### src/rtl/flash_cmd_pkg.sv
package flash_cmd_pkg;

   localparam logic [7:0] CMD_UNLK_A = 8'hAA;
   localparam logic [7:0] CMD_UNLK_B = 8'h55;
   localparam logic [7:0] CMD_PROG   = 8'hA0;
   localparam logic [7:0] CMD_IDENT  = 8'h90;
   localparam logic [7:0] CMD_ESETUP = 8'h80;
   localparam logic [7:0] CMD_RESET  = 8'hF0;
   localparam logic [7:0] CMD_CHIP   = 8'h10;
   localparam logic [7:0] CMD_SECT   = 8'h30;
   localparam logic [7:0] CMD_SUSP   = 8'hB0;
   localparam logic [7:0] CMD_RESUME = 8'h30;

   localparam logic [14:0] WKEY_FIRST  = 15'h5555;
   localparam logic [14:0] WKEY_SECOND = 15'h2AAA;
   localparam logic [15:0] BKEY_FIRST  = 16'hAAAA;
   localparam logic [15:0] BKEY_SECOND = 16'h5555;

   typedef enum logic [2:0] {
      SQ_IDLE, SQ_UNLK1, SQ_UNLK2, SQ_PDATA, SQ_ERS0, SQ_ERS1, SQ_ERS2
   } seq_e;

   typedef enum logic [1:0] {
      EPH_IDLE = 2'd0, EPH_WINDOW = 2'd1, EPH_RUN = 2'd2, EPH_SUSP = 2'd3
   } ers_phase_e;

   typedef struct packed {
      logic prog;
      logic chip;
      logic sect;
      logic susp;
      logic resm;
      logic rst;
   } strobe_t;

   function automatic logic key_hit(input logic [15:0] a, input logic bm,
                                    input logic first);
      if (bm) return a == (first ? BKEY_FIRST : BKEY_SECOND);
      else    return a[14:0] == (first ? WKEY_FIRST : WKEY_SECOND);
   endfunction

   function automatic logic odd_par8(input logic [7:0] v);
      return ^v;
   endfunction

endpackage

### src/rtl/fcd_addr_map.sv
module fcd_addr_map #(
   parameter int WORD_AW   = 18,
   parameter int SECT_BITS = 3,
   localparam int ADDR_W   = WORD_AW + 1
) (
   input  logic [ADDR_W-1:0]    wr_addr,
   input  logic [ADDR_W-1:0]    rd_addr,
   input  logic                 byte_mode,
   output logic                 key1_hit,
   output logic                 key2_hit,
   output logic [SECT_BITS-1:0] wr_sect,
   output logic [SECT_BITS-1:0] rd_sect,
   output logic [7:0]           rd_off
);
   import flash_cmd_pkg::*;

   logic [ADDR_W-1:0]    src  [2];
   logic [WORD_AW-1:0]   word [2];
   logic [SECT_BITS-1:0] sect [2];

   assign src[0] = wr_addr;
   assign src[1] = rd_addr;

   for (genvar p = 0; p < 2; p++) begin : g_port
      assign word[p] = byte_mode ? src[p][ADDR_W-1:1] : src[p][WORD_AW-1:0];
      assign sect[p] = word[p][WORD_AW-1 -: SECT_BITS];
   end

   assign wr_sect  = sect[0];
   assign rd_sect  = sect[1];
   assign rd_off   = word[1][7:0];
   assign key1_hit = key_hit(wr_addr[15:0], byte_mode, 1'b1);
   assign key2_hit = key_hit(wr_addr[15:0], byte_mode, 1'b0);

endmodule

### src/rtl/fcd_seq.sv
module fcd_seq (
   input  logic                    clk,
   input  logic                    rst_n,
   input  logic                    lv_inhibit,
   input  logic                    wr_valid,
   input  logic [7:0]              cmd,
   input  logic                    key1,
   input  logic                    key2,
   input  logic                    prog_busy,
   input  logic [1:0]              ers_state,
   output flash_cmd_pkg::strobe_t  ev_next,
   output flash_cmd_pkg::strobe_t  ev_q,
   output logic                    auto_q
);
   import flash_cmd_pkg::*;

   seq_e       seq_q, seq_d;
   logic       auto_d;
   strobe_t    ev_d;
   ers_phase_e eph;

   assign eph     = ers_phase_e'(ers_state);
   assign ev_next = ev_d;

   always_comb begin
      seq_d  = seq_q;
      auto_d = auto_q;
      ev_d   = '0;
      if (lv_inhibit) begin
         seq_d  = SQ_IDLE;
         auto_d = 1'b0;
      end else if (wr_valid && !prog_busy) begin
         unique case (eph)
            EPH_WINDOW: begin
               seq_d = SQ_IDLE;
               if (cmd == CMD_SECT)      ev_d.sect = 1'b1;
               else if (cmd == CMD_SUSP) ev_d.susp = 1'b1;
               else                      ev_d.rst  = 1'b1;
            end
            EPH_RUN: begin
               if (cmd == CMD_SUSP) ev_d.susp = 1'b1;
            end
            EPH_SUSP: begin
               if (cmd == CMD_RESUME) ev_d.resm = 1'b1;
            end
            default: begin
               if (seq_q == SQ_PDATA) begin
                  ev_d.prog = 1'b1;
                  seq_d     = SQ_IDLE;
                  auto_d    = 1'b0;
               end else if (cmd == CMD_RESET) begin
                  ev_d.rst = 1'b1;
                  seq_d    = SQ_IDLE;
                  auto_d   = 1'b0;
               end else begin
                  seq_d = SQ_IDLE;
                  unique case (seq_q)
                     SQ_IDLE:  if (key1 && cmd == CMD_UNLK_A) seq_d = SQ_UNLK1;
                     SQ_UNLK1: if (key2 && cmd == CMD_UNLK_B) seq_d = SQ_UNLK2;
                     SQ_UNLK2: begin
                        if (key1 && cmd == CMD_PROG)   seq_d = SQ_PDATA;
                        if (key1 && cmd == CMD_ESETUP) seq_d = SQ_ERS0;
                        if (key1 && cmd == CMD_IDENT)  auto_d = 1'b1;
                     end
                     SQ_ERS0:  if (key1 && cmd == CMD_UNLK_A) seq_d = SQ_ERS1;
                     SQ_ERS1:  if (key2 && cmd == CMD_UNLK_B) seq_d = SQ_ERS2;
                     SQ_ERS2: begin
                        if (key1 && cmd == CMD_CHIP) begin
                           ev_d.chip = 1'b1;
                           auto_d    = 1'b0;
                        end else if (cmd == CMD_SECT) begin
                           ev_d.sect = 1'b1;
                           auto_d    = 1'b0;
                        end
                     end
                     default: seq_d = SQ_IDLE;
                  endcase
               end
            end
         endcase
      end
   end

   always_ff @(posedge clk or negedge rst_n) begin
      if (!rst_n) begin
         seq_q  <= SQ_IDLE;
         auto_q <= 1'b0;
         ev_q   <= '0;
      end else begin
         seq_q  <= seq_d;
         auto_q <= auto_d;
         ev_q   <= ev_d;
      end
   end

endmodule

### src/rtl/fcd_idread.sv
module fcd_idread #(
   parameter int          DATA_W    = 16,
   parameter int          SECT_BITS = 3,
   parameter logic [7:0]  MFR_CODE  = 8'h01,
   parameter logic [15:0] DEV_CODE  = 16'h22D9,
   localparam int         NUM_SECT  = 1 << SECT_BITS
) (
   input  logic                 auto_on,
   input  logic                 byte_mode,
   input  logic [7:0]           off,
   input  logic [SECT_BITS-1:0] sect,
   input  logic [NUM_SECT-1:0]  prot,
   output logic [DATA_W-1:0]    id_data
);
   logic [DATA_W-1:0] dev_val;

   if (DATA_W > 8) begin : g_wide
      assign dev_val = byte_mode ? DATA_W'(DEV_CODE[7:0]) : DATA_W'(DEV_CODE);
   end else begin : g_narrow
      logic unused_bm;
      assign unused_bm = byte_mode;
      assign dev_val   = DEV_CODE[7:0];
   end

   always_comb begin
      id_data = '0;
      if (auto_on) begin
         unique case (off)
            8'h00:   id_data = DATA_W'(MFR_CODE);
            8'h01:   id_data = dev_val;
            8'h02:   id_data = DATA_W'(prot[sect]);
            default: id_data = '0;
         endcase
      end
   end

endmodule

### src/rtl/flash_cmd_decoder.sv
module flash_cmd_decoder #(
   parameter int          WORD_AW   = 18,
   parameter int          DATA_W    = 16,
   parameter int          SECT_BITS = 3,
   parameter logic [7:0]  MFR_CODE  = 8'h01,
   parameter logic [15:0] DEV_CODE  = 16'h22D9,
   localparam int         ADDR_W    = WORD_AW + 1,
   localparam int         NUM_SECT  = 1 << SECT_BITS
) (
   input  logic                 clk,
   input  logic                 rst_n,
   input  logic                 lv_inhibit,
   input  logic                 byte_mode,
   input  logic                 wr_valid,
   input  logic [ADDR_W-1:0]    wr_addr,
   input  logic [DATA_W-1:0]    wr_data,
   input  logic                 prog_busy,
   input  logic [1:0]           ers_state,
   input  logic [ADDR_W-1:0]    rd_addr,
   input  logic [NUM_SECT-1:0]  sect_protect,
   output logic                 prog_go,
   output logic [ADDR_W-1:0]    prog_addr,
   output logic [DATA_W-1:0]    prog_data,
   output logic                 chip_erase_go,
   output logic                 sect_erase_go,
   output logic [SECT_BITS-1:0] sect_idx,
   output logic                 suspend_go,
   output logic                 resume_go,
   output logic                 read_reset_go,
   output logic                 autosel_mode,
   output logic [DATA_W-1:0]    id_data
);
   import flash_cmd_pkg::*;

   if (WORD_AW < 16) begin : g_bad_aw
      $error("WORD_AW must cover the 15-bit key field plus one");
   end
   if (SECT_BITS < 1 || SECT_BITS > WORD_AW - 15) begin : g_bad_sb
      $error("SECT_BITS must sit above the key field");
   end
   if (DATA_W != 8 && DATA_W != 16) begin : g_bad_dw
      $error("DATA_W must be 8 or 16");
   end
   if (!odd_par8(MFR_CODE) || !odd_par8(DEV_CODE[7:0])) begin : g_bad_par
      $error("identifier codes need odd parity");
   end

   logic                 key1, key2;
   logic [SECT_BITS-1:0] wsect, rsect;
   logic [7:0]           roff;
   strobe_t              ev_next, ev_q;

   fcd_addr_map #(.WORD_AW(WORD_AW), .SECT_BITS(SECT_BITS)) u_map (
      .wr_addr  (wr_addr),
      .rd_addr  (rd_addr),
      .byte_mode(byte_mode),
      .key1_hit (key1),
      .key2_hit (key2),
      .wr_sect  (wsect),
      .rd_sect  (rsect),
      .rd_off   (roff)
   );

   fcd_seq u_seq (
      .clk       (clk),
      .rst_n     (rst_n),
      .lv_inhibit(lv_inhibit),
      .wr_valid  (wr_valid),
      .cmd       (wr_data[7:0]),
      .key1      (key1),
      .key2      (key2),
      .prog_busy (prog_busy),
      .ers_state (ers_state),
      .ev_next   (ev_next),
      .ev_q      (ev_q),
      .auto_q    (autosel_mode)
   );

   fcd_idread #(.DATA_W(DATA_W), .SECT_BITS(SECT_BITS),
                .MFR_CODE(MFR_CODE), .DEV_CODE(DEV_CODE)) u_id (
      .auto_on  (autosel_mode),
      .byte_mode(byte_mode),
      .off      (roff),
      .sect     (rsect),
      .prot     (sect_protect),
      .id_data  (id_data)
   );

   always_ff @(posedge clk or negedge rst_n) begin
      if (!rst_n) begin
         prog_addr <= '0;
         prog_data <= '0;
         sect_idx  <= '0;
      end else begin
         if (ev_next.prog) begin
            prog_addr <= wr_addr;
            prog_data <= wr_data;
         end
         if (ev_next.sect) sect_idx <= wsect;
      end
   end

   assign prog_go       = ev_q.prog;
   assign chip_erase_go = ev_q.chip;
   assign sect_erase_go = ev_q.sect;
   assign suspend_go    = ev_q.susp;
   assign resume_go     = ev_q.resm;
   assign read_reset_go = ev_q.rst;

endmodule

### config.mk
export PLATFORM = sky130hd
export DESIGN_NAME = flash_cmd_decoder
export DESIGN_NICKNAME = d
export VERILOG_FILES = /design/src/rtl/flash_cmd_pkg.sv /design/src/rtl/fcd_addr_map.sv /design/src/rtl/fcd_seq.sv /design/src/rtl/fcd_idread.sv /design/src/rtl/flash_cmd_decoder.sv
export SDC_FILE = /design/constraint.sdc
export NUM_CORES = 1
export LEC_CHECK = 0
export ABC_CLOCK_PERIOD_IN_PS = 2400
export BUFFER_PORTS_ARGS = -buffer_cell sky130_fd_sc_hd__buf_2
export CORE_MARGIN = 5
export CORE_UTILIZATION = 46
export CTS_CLUSTER_DIAMETER = 50
export DETAILED_ROUTE_END_ITERATION = 8
export GPL_TIMING_DRIVEN = 1
export PLACE_DENSITY = 0.8
export SETUP_SLACK_MARGIN = 0.4
export SLEW_MARGIN = 40
export SYNTH_ARGS = -nofsm -noshare
export SYNTH_HDL_FRONTEND = slang
export SYNTH_SLANG_ARGS = --single-unit
### constraint.sdc
create_clock -name clk -period 2.4 [get_ports clk]
set_input_delay 0.24 -clock clk [delete_from_list [all_inputs] [get_ports clk]]
set_output_delay 0.24 -clock clk [all_outputs]
set_load 0.01 [all_outputs]
# After elaboration in Yosys (flattened, before gate mapping)
# Index checks and enable logic that the tools add are counted.
dict set report word_totals {
  elab_cells 106
  n_memories 0
  latch_bits 0
  input_bits 70
  reg_bits 48
  romBits 0
  ramBits 0
  output_inout_bits 61
}
dict set report classes {
  multipliers 0
  n_eq_ne 28
  n_mux 50
  bitwise_logic 0
  div_mod_pow 0
  n_reduce_logical 16
  order_cmp 1
  addsub 0
  shifts 0
}
# cell n
set op_table {}
lappend op_table {{8-bit == test (second input constant)} 6}
lappend op_table {{16-bit one-hot mux with 3 select lines} 1}
lappend op_table {{18-bit 2-to-1 mux} 2}
lappend op_table {{1-bit 2-to-1 mux} 23}
lappend op_table {{3-bit 2-to-1 mux} 7}
lappend op_table {{16-bit by 15-bit == test with 1-bit output (second input constant)} 1}
lappend op_table {{16-bit == test (second input constant)} 1}
lappend op_table {{16-bit 2-to-1 mux} 1}
lappend op_table {{15-bit by 14-bit == test with 1-bit output (second input constant)} 1}
lappend op_table {{15-bit == test (second input constant)} 1}
lappend op_table {{3-bit one-hot mux with 5 select lines} 1}
lappend op_table {{14-bit 2-to-1 mux} 1}
lappend op_table {{2-bit 2-to-1 mux} 6}
lappend op_table {{6-bit 2-to-1 mux} 2}
lappend op_table {{3-bit == test (second input constant)} 3}
lappend op_table {{8-bit by 1-bit == test with 1-bit output (second input constant)} 1}
lappend op_table {{8-bit by 2-bit == test with 1-bit output (second input constant)} 1}
lappend op_table {{8-bit by 5-bit == test with 1-bit output (second input constant)} 1}
lappend op_table {{8-bit by 6-bit == test with 1-bit output (second input constant)} 1}
lappend op_table {{8-bit by 7-bit == test with 1-bit output (second input constant)} 1}
lappend op_table {{8-bit logical NOT} 1}
lappend op_table {{1-bit one-hot mux with 2 select lines} 4}
lappend op_table {{1-bit logical AND} 7}
lappend op_table {{3-bit by 2-bit == test with 1-bit output (second input constant)} 2}
lappend op_table {{17 further kinds} 19}

# Longest topological paths before layout
dict set report depth {
  word_depth 11
  mapped_depth 7
  ltp_nobuf 7
}

# By module
# Synthesis repeated with hierarchy kept, for this count alone.
dict set report unflattened {
  hier_cells 221
  hier_area_um2 2887.8
}
# module area_per_inst_um2 seq_area_each_um2 instances cells_per_inst
set by_module_without_submodules {}
lappend by_module_without_submodules {flash_cmd_decoder 1562.7 950.9 1 80}
lappend by_module_without_submodules {fcd_seq 750.7 250.2 1 85}
lappend by_module_without_submodules {fcd_addr_map 342.8 0.0 1 30}
lappend by_module_without_submodules {fcd_idread 231.5 0.0 1 26}

# Worst setup path after synthesis
# OpenSTA, ideal clock, no wires.
dict set report synth_path {
  kind {in2out}
  start {in byte_mode}
  end {out id_data[13]}
  t_arrival_ns 1.572
  slack_ns 0.588
  path_buffers 3
  cell_stages 7
  t_required_ns 2.160
  path_cell_list {buf_2 -> clkbuf_1 -> nand2_1 -> o21ai_0 -> and2_1 -> nor2b_1 -> buf_4}
}
dict set report synth_between {
  elab_chain_cells 4
}
# item line_no
set synth_lines {}
lappend synth_lines {{from (decl)} flash_cmd_decoder.sv:13} ;# input logic byte_mode,
lappend synth_lines {{18-bit 2-to-1 mux} fcd_addr_map.sv:25} ;# assign word[p] = byte_mode ? src[p][ADDR_W-1:1] : src[p][WORD_AW-1:0];
lappend synth_lines {{8-bit by 2-bit == test with 1-bit output, or another cell as far along} fcd_idread.sv:28} ;# unique case (off)
lappend synth_lines {{16-bit one-hot mux with 3 select lines *} fcd_idread.sv:28}
lappend synth_lines {{16-bit 2-to-1 mux *} fcd_idread.sv:27} ;# if (auto_on) begin
lappend synth_lines {{to (decl)} flash_cmd_decoder.sv:31} ;# output logic [DATA_W-1:0] id_data
# Every way passes the cells marked *; elsewhere a longest branch is shown, timed or not.

# Worst setup path in the final report
dict set report layout_path {
  start {reg u_seq.seq_q[1]}
  end {reg prog_addr[2]}
}
dict set report layout_between {
  elab_chain_cells 5
}
# item line_no
set layout_lines {}
lappend layout_lines {{from (decl)} fcd_seq.sv:17} ;# seq_e seq_q, seq_d;
lappend layout_lines {{from (signal assigned)} fcd_seq.sv:90} ;# seq_q <= seq_d;
lappend layout_lines {{3-bit by 2-bit == test with 1-bit output} fcd_seq.sv:47} ;# if (seq_q == SQ_PDATA) begin
lappend layout_lines {{1-bit 2-to-1 mux} fcd_seq.sv:47}
lappend layout_lines {{2-bit 2-to-1 mux} fcd_seq.sv:33} ;# unique case (eph)
lappend layout_lines {{6-bit 2-to-1 mux} fcd_seq.sv:32} ;# end else if (wr_valid && !prog_busy) begin
lappend layout_lines {{6-bit 2-to-1 mux} fcd_seq.sv:29} ;# if (lv_inhibit) begin
lappend layout_lines {{to (signal assigned)} flash_cmd_decoder.sv:96} ;# prog_addr <= wr_addr;
lappend layout_lines {{to (decl)} flash_cmd_decoder.sv:22} ;# output logic [ADDR_W-1:0] prog_addr,
# Every way passes these cells.
# A chain may end at the register's enable or synchronous reset.

==> metrics.csv <==
stage,metric,value,unit
placed_design,routability cong.,0.904,
die,die width,86.7,µm
placed_design,pre-CTS setup slack,0.340,ns
logic_synthesis,"area leader, netlist",dfrtp_1,
route,final wirelength,6740,µm
logic_synthesis,top_reg_cell synth,dfrtp_1,
setup_path,Critical-path top delay cell,dfrtp_1,
clock_network,Max Root-Sink Buffers,2,
clock_network,clock latency on the worst-skew pair,0.30,ns
timing,Worst-Margin Slew,0.549,ns
global_route,met2 Use GR,31.2,%
timing,unrepaired setup endpoints after global routing,false,
route,DRC violations left,0,
layout,Diodes inserted,0,
min_path,hold wc startpoint,wr_data[13],
die,Rows,28,
setup_path,worst r2r path cells,5,
global_route,gr usage total,18.2,%
setup_path,CP arrival,2.08,ns
setup_path,Setup Crit Path Kind,reg -> reg,
timing,# setup viols final,0,
global_route,Congestion Overflow GR,0,
logic_synthesis,Post-Syn Area,2710,µm²
timing,relative slew slack,62.9,%
logic_synthesis,Post-Synthesis Cells,248,
route,Via density,5.38,
setup_path,FF-to-FF setup slack,0.51,ns
layout,# nets final,434,
layout,Fillers,500,
setup_path,Crit. End Element,flop,
route,DR iter-0 viols,108,
die,initial core utilization,46.6,%
clock_network,clock slew at reported path FFs,0.09,ns
timing,total negative slack,0,ns
clock_network,TritonCTS buffer count,5,
logic_synthesis,Yosys top cell area share,44.4,%
logic_synthesis,Post-synth EDFFs,0,
die,Die Y,86.7,µm
logic_synthesis,Area contributors post-synth,"dfrtp_1 (44%), mux2_2 (14%), mux2i_1 (3.7%)",
timing,setup ws final,0.513,ns
logic_synthesis,list of most frequent post-synthesis cells,"dfrtp_1 (48), mux2_2 (33), nand2_1 (16)",
power,worst vdd ir,346,µV
die,Die ar.,7520,µm²
setup_path,CP max FO,19,
logic_synthesis,most common cell in the netlist,dfrtp_1,
layout,fraction of layout cells with a size suffix above 1,45.7,%
min_path,worst hold path class,in -> reg,
logic_synthesis,Mean Syn Cell Area,10.9,µm²
clock_network,CTS tree,done,
placed_design,IO Port Bufs,115,
layout,multi-input combinational cell area,1380,µm²
setup_path,largest stage delay on the critical path,0.49,ns
clock_network,Setup Buffers After CTS,0,
global_route,initial antenna violation count,0,
timing,ratio of final minimum period to clock period,78.6,%
setup_path,R2R Path Start,u_seq.seq_q[1],
timing,worst clock skew,0.00748,ns
flow_run,max_cap viols,0,
timing,"Slew Viols, Final",0,
layout,Layout area overhead,25.2,%
power,Pwr Total,1460,µW
placed_design,placed instance count,427,
min_path,worst hold stages,2,
setup_path,cells along the critical path,nor2b_1 -> and2_1 -> and3_1 -> buf_4 -> mux2_2,
clock_network,H-tree levels,2,
outcome,outcome,completed,
setup_path,WP buf/inv,1,
clock_network,CTS root buffer,clkbuf_8,
clock_network,clock sink count,48,
layout,final design utilization,58.3,%
power,Leakage,0.00185,µW
layout,Sequential Area,1200,µm²
setup_path,required time of the critical path,2.59,ns
placed_design,DP HPWL,5410,µm
global_route,largest net degree at the start of global routing,27,
route,Pre-antenna DRT Iters,5,
global_route,global routing met3 resource utilization,5.70,%
die,core area,5820,µm²
layout,"non-filler cells, final",436,
global_route,first-pass GRT wire length,10900,µm
min_path,Hold Crit Endpoint,prog_data[13],
logic_synthesis,asr flop ratio synth,100,%
setup_path,"CP delay by family, top",simple AND/OR/NAND/NOR gates,
logic_synthesis,Yosys reg bits,48,
logic_synthesis,Yosys cell types,47,
global_route,met1 Use GR,21.3,%
timing,final hold vios,0,
setup_path,startpoint types,flop,
global_route,vias in the first global route,2389,
route,Final ANT Viol Nets,0,
global_route,gr busiest metal,met2,
timing,Tmin final,1.89,ns
logic_synthesis,Synth Warn #,0,
power,PwrDens,431,nW/µm²
timing,fmax,530,MHz
route,WL per Instance,15.4,µm
die,I/O pin cnt,131,
logic_synthesis,"Seq/Total Area, Yosys",44.4,%
route,total number of vias,2345,
setup_path,Worst R2R End,prog_addr[2],
worst reg2reg max path: cells and delay by family (launching register included):
kind / cells / cell delay (ns)
buffers and inverters: 1 / 0.27
DFF: 1 / 0.49
muxes: 1 / 0.38
and+or+nand+nor: 3 / 0.63
cell usage in the layout (no fill, tap or decap), drive strengths merged, types with 2 or more instances in the layout:
cell	netlist	layout
nand4	10	10
dfrtp	48	48
nor3b	3	3
nor2	11	11
ha	4	4
buf	19	119
clkbuf	4	7
and2	4	4
o21ai	8	8
nand2	16	16
o32ai	3	3
o22ai	4	4
nand3	4	4
or4	2	2
nor4b	2	2
nor4bb	4	4
nand2b	5	5
inv	5	5
nor4	5	5
and4b	2	2
nor3	6	6
and3	2	2
conb	1	9
mux2	41	41
a21oi	4	4
or2	2	2
nor2b	7	7
mux2i	10	10
registers in the layout, indices dropped and copies added (netlist names):
name          count
prog_addr        19
prog_data        16
sect_idx          3
u_seq.auto_q      1
u_seq.ev_q        6
u_seq.seq_q       3
cell families (layout without fill, tap and decap cells):
logic type	Yosys count	count (layout)	synth area share (%)
flops	48	48	44.4
fa+ha+maj	4	4	1.85
buf+inv	28	133	5.96
other cells	1	9	0.138
xor+xnor	1	1	0.324
compound gates	27	27	6.52
mux	51	51	20.7
simple gates	88	88	20.1
stage by stage:
stage | hold WS [ns] | area (µm²)
2_1_floorplan | -0.0556 | 2740
3_3_place_gp | 0.0484 | 3290
3_5_place_dp | 0.0484 | 3290
4_1_cts | 0.142 | 3390
5_1_grt | 0.142 | 3390
6_report | 0.151 | 3390
layer usage:
layer	up-vias	routed length, µm
li1	1109	-
met5	-	0
met3	13	695
met4	0	116
met1	1101	2650
met2	122	3280
report_power, final:
part / switching [µW] / total, µW / internal, µW
Combinational: 105 / 182 / 77.4
Clock: 263 / 471 / 208
Sequential: 0.158 / 808 / 808
Total: 368 / 1460 / 1090
how the worst max path moves through the flow:
stage,to,slack [ns],startpoint,depth (start not counted)
after floorplan,id_data[13],0.59,byte_mode,7
after global placement,sect_idx[1],0.36,wr_data[1],6
after detailed placement,sect_idx[1],0.34,wr_data[1],6
after CTS,prog_addr[13],0.50,u_seq.seq_q[1],5
after global routing,prog_addr[13],0.41,u_seq.seq_q[1],5
final,prog_addr[2],0.51,u_seq.seq_q[1],5
area by class of cell:
class | instances | share of cell area (%)
Multi-Input combinational cell | 180 | 40.6
Clock buffer | 7 | 2.25
Timing Repair Buffer | 120 | 18.2
Clock inverter | 1 | 0.258
Tap cell | 75 | 2.77
Inverter | 5 | 0.554
Sequential cell | 48 | 35.4
repair_timing:
item | 4_1_cts | 5_1_grt
hold endpoints to repair | 25 | 0
gates resized for setup | 0 | 0
hold buffers | 1 | 0
(Power assumes the default switching activity.)
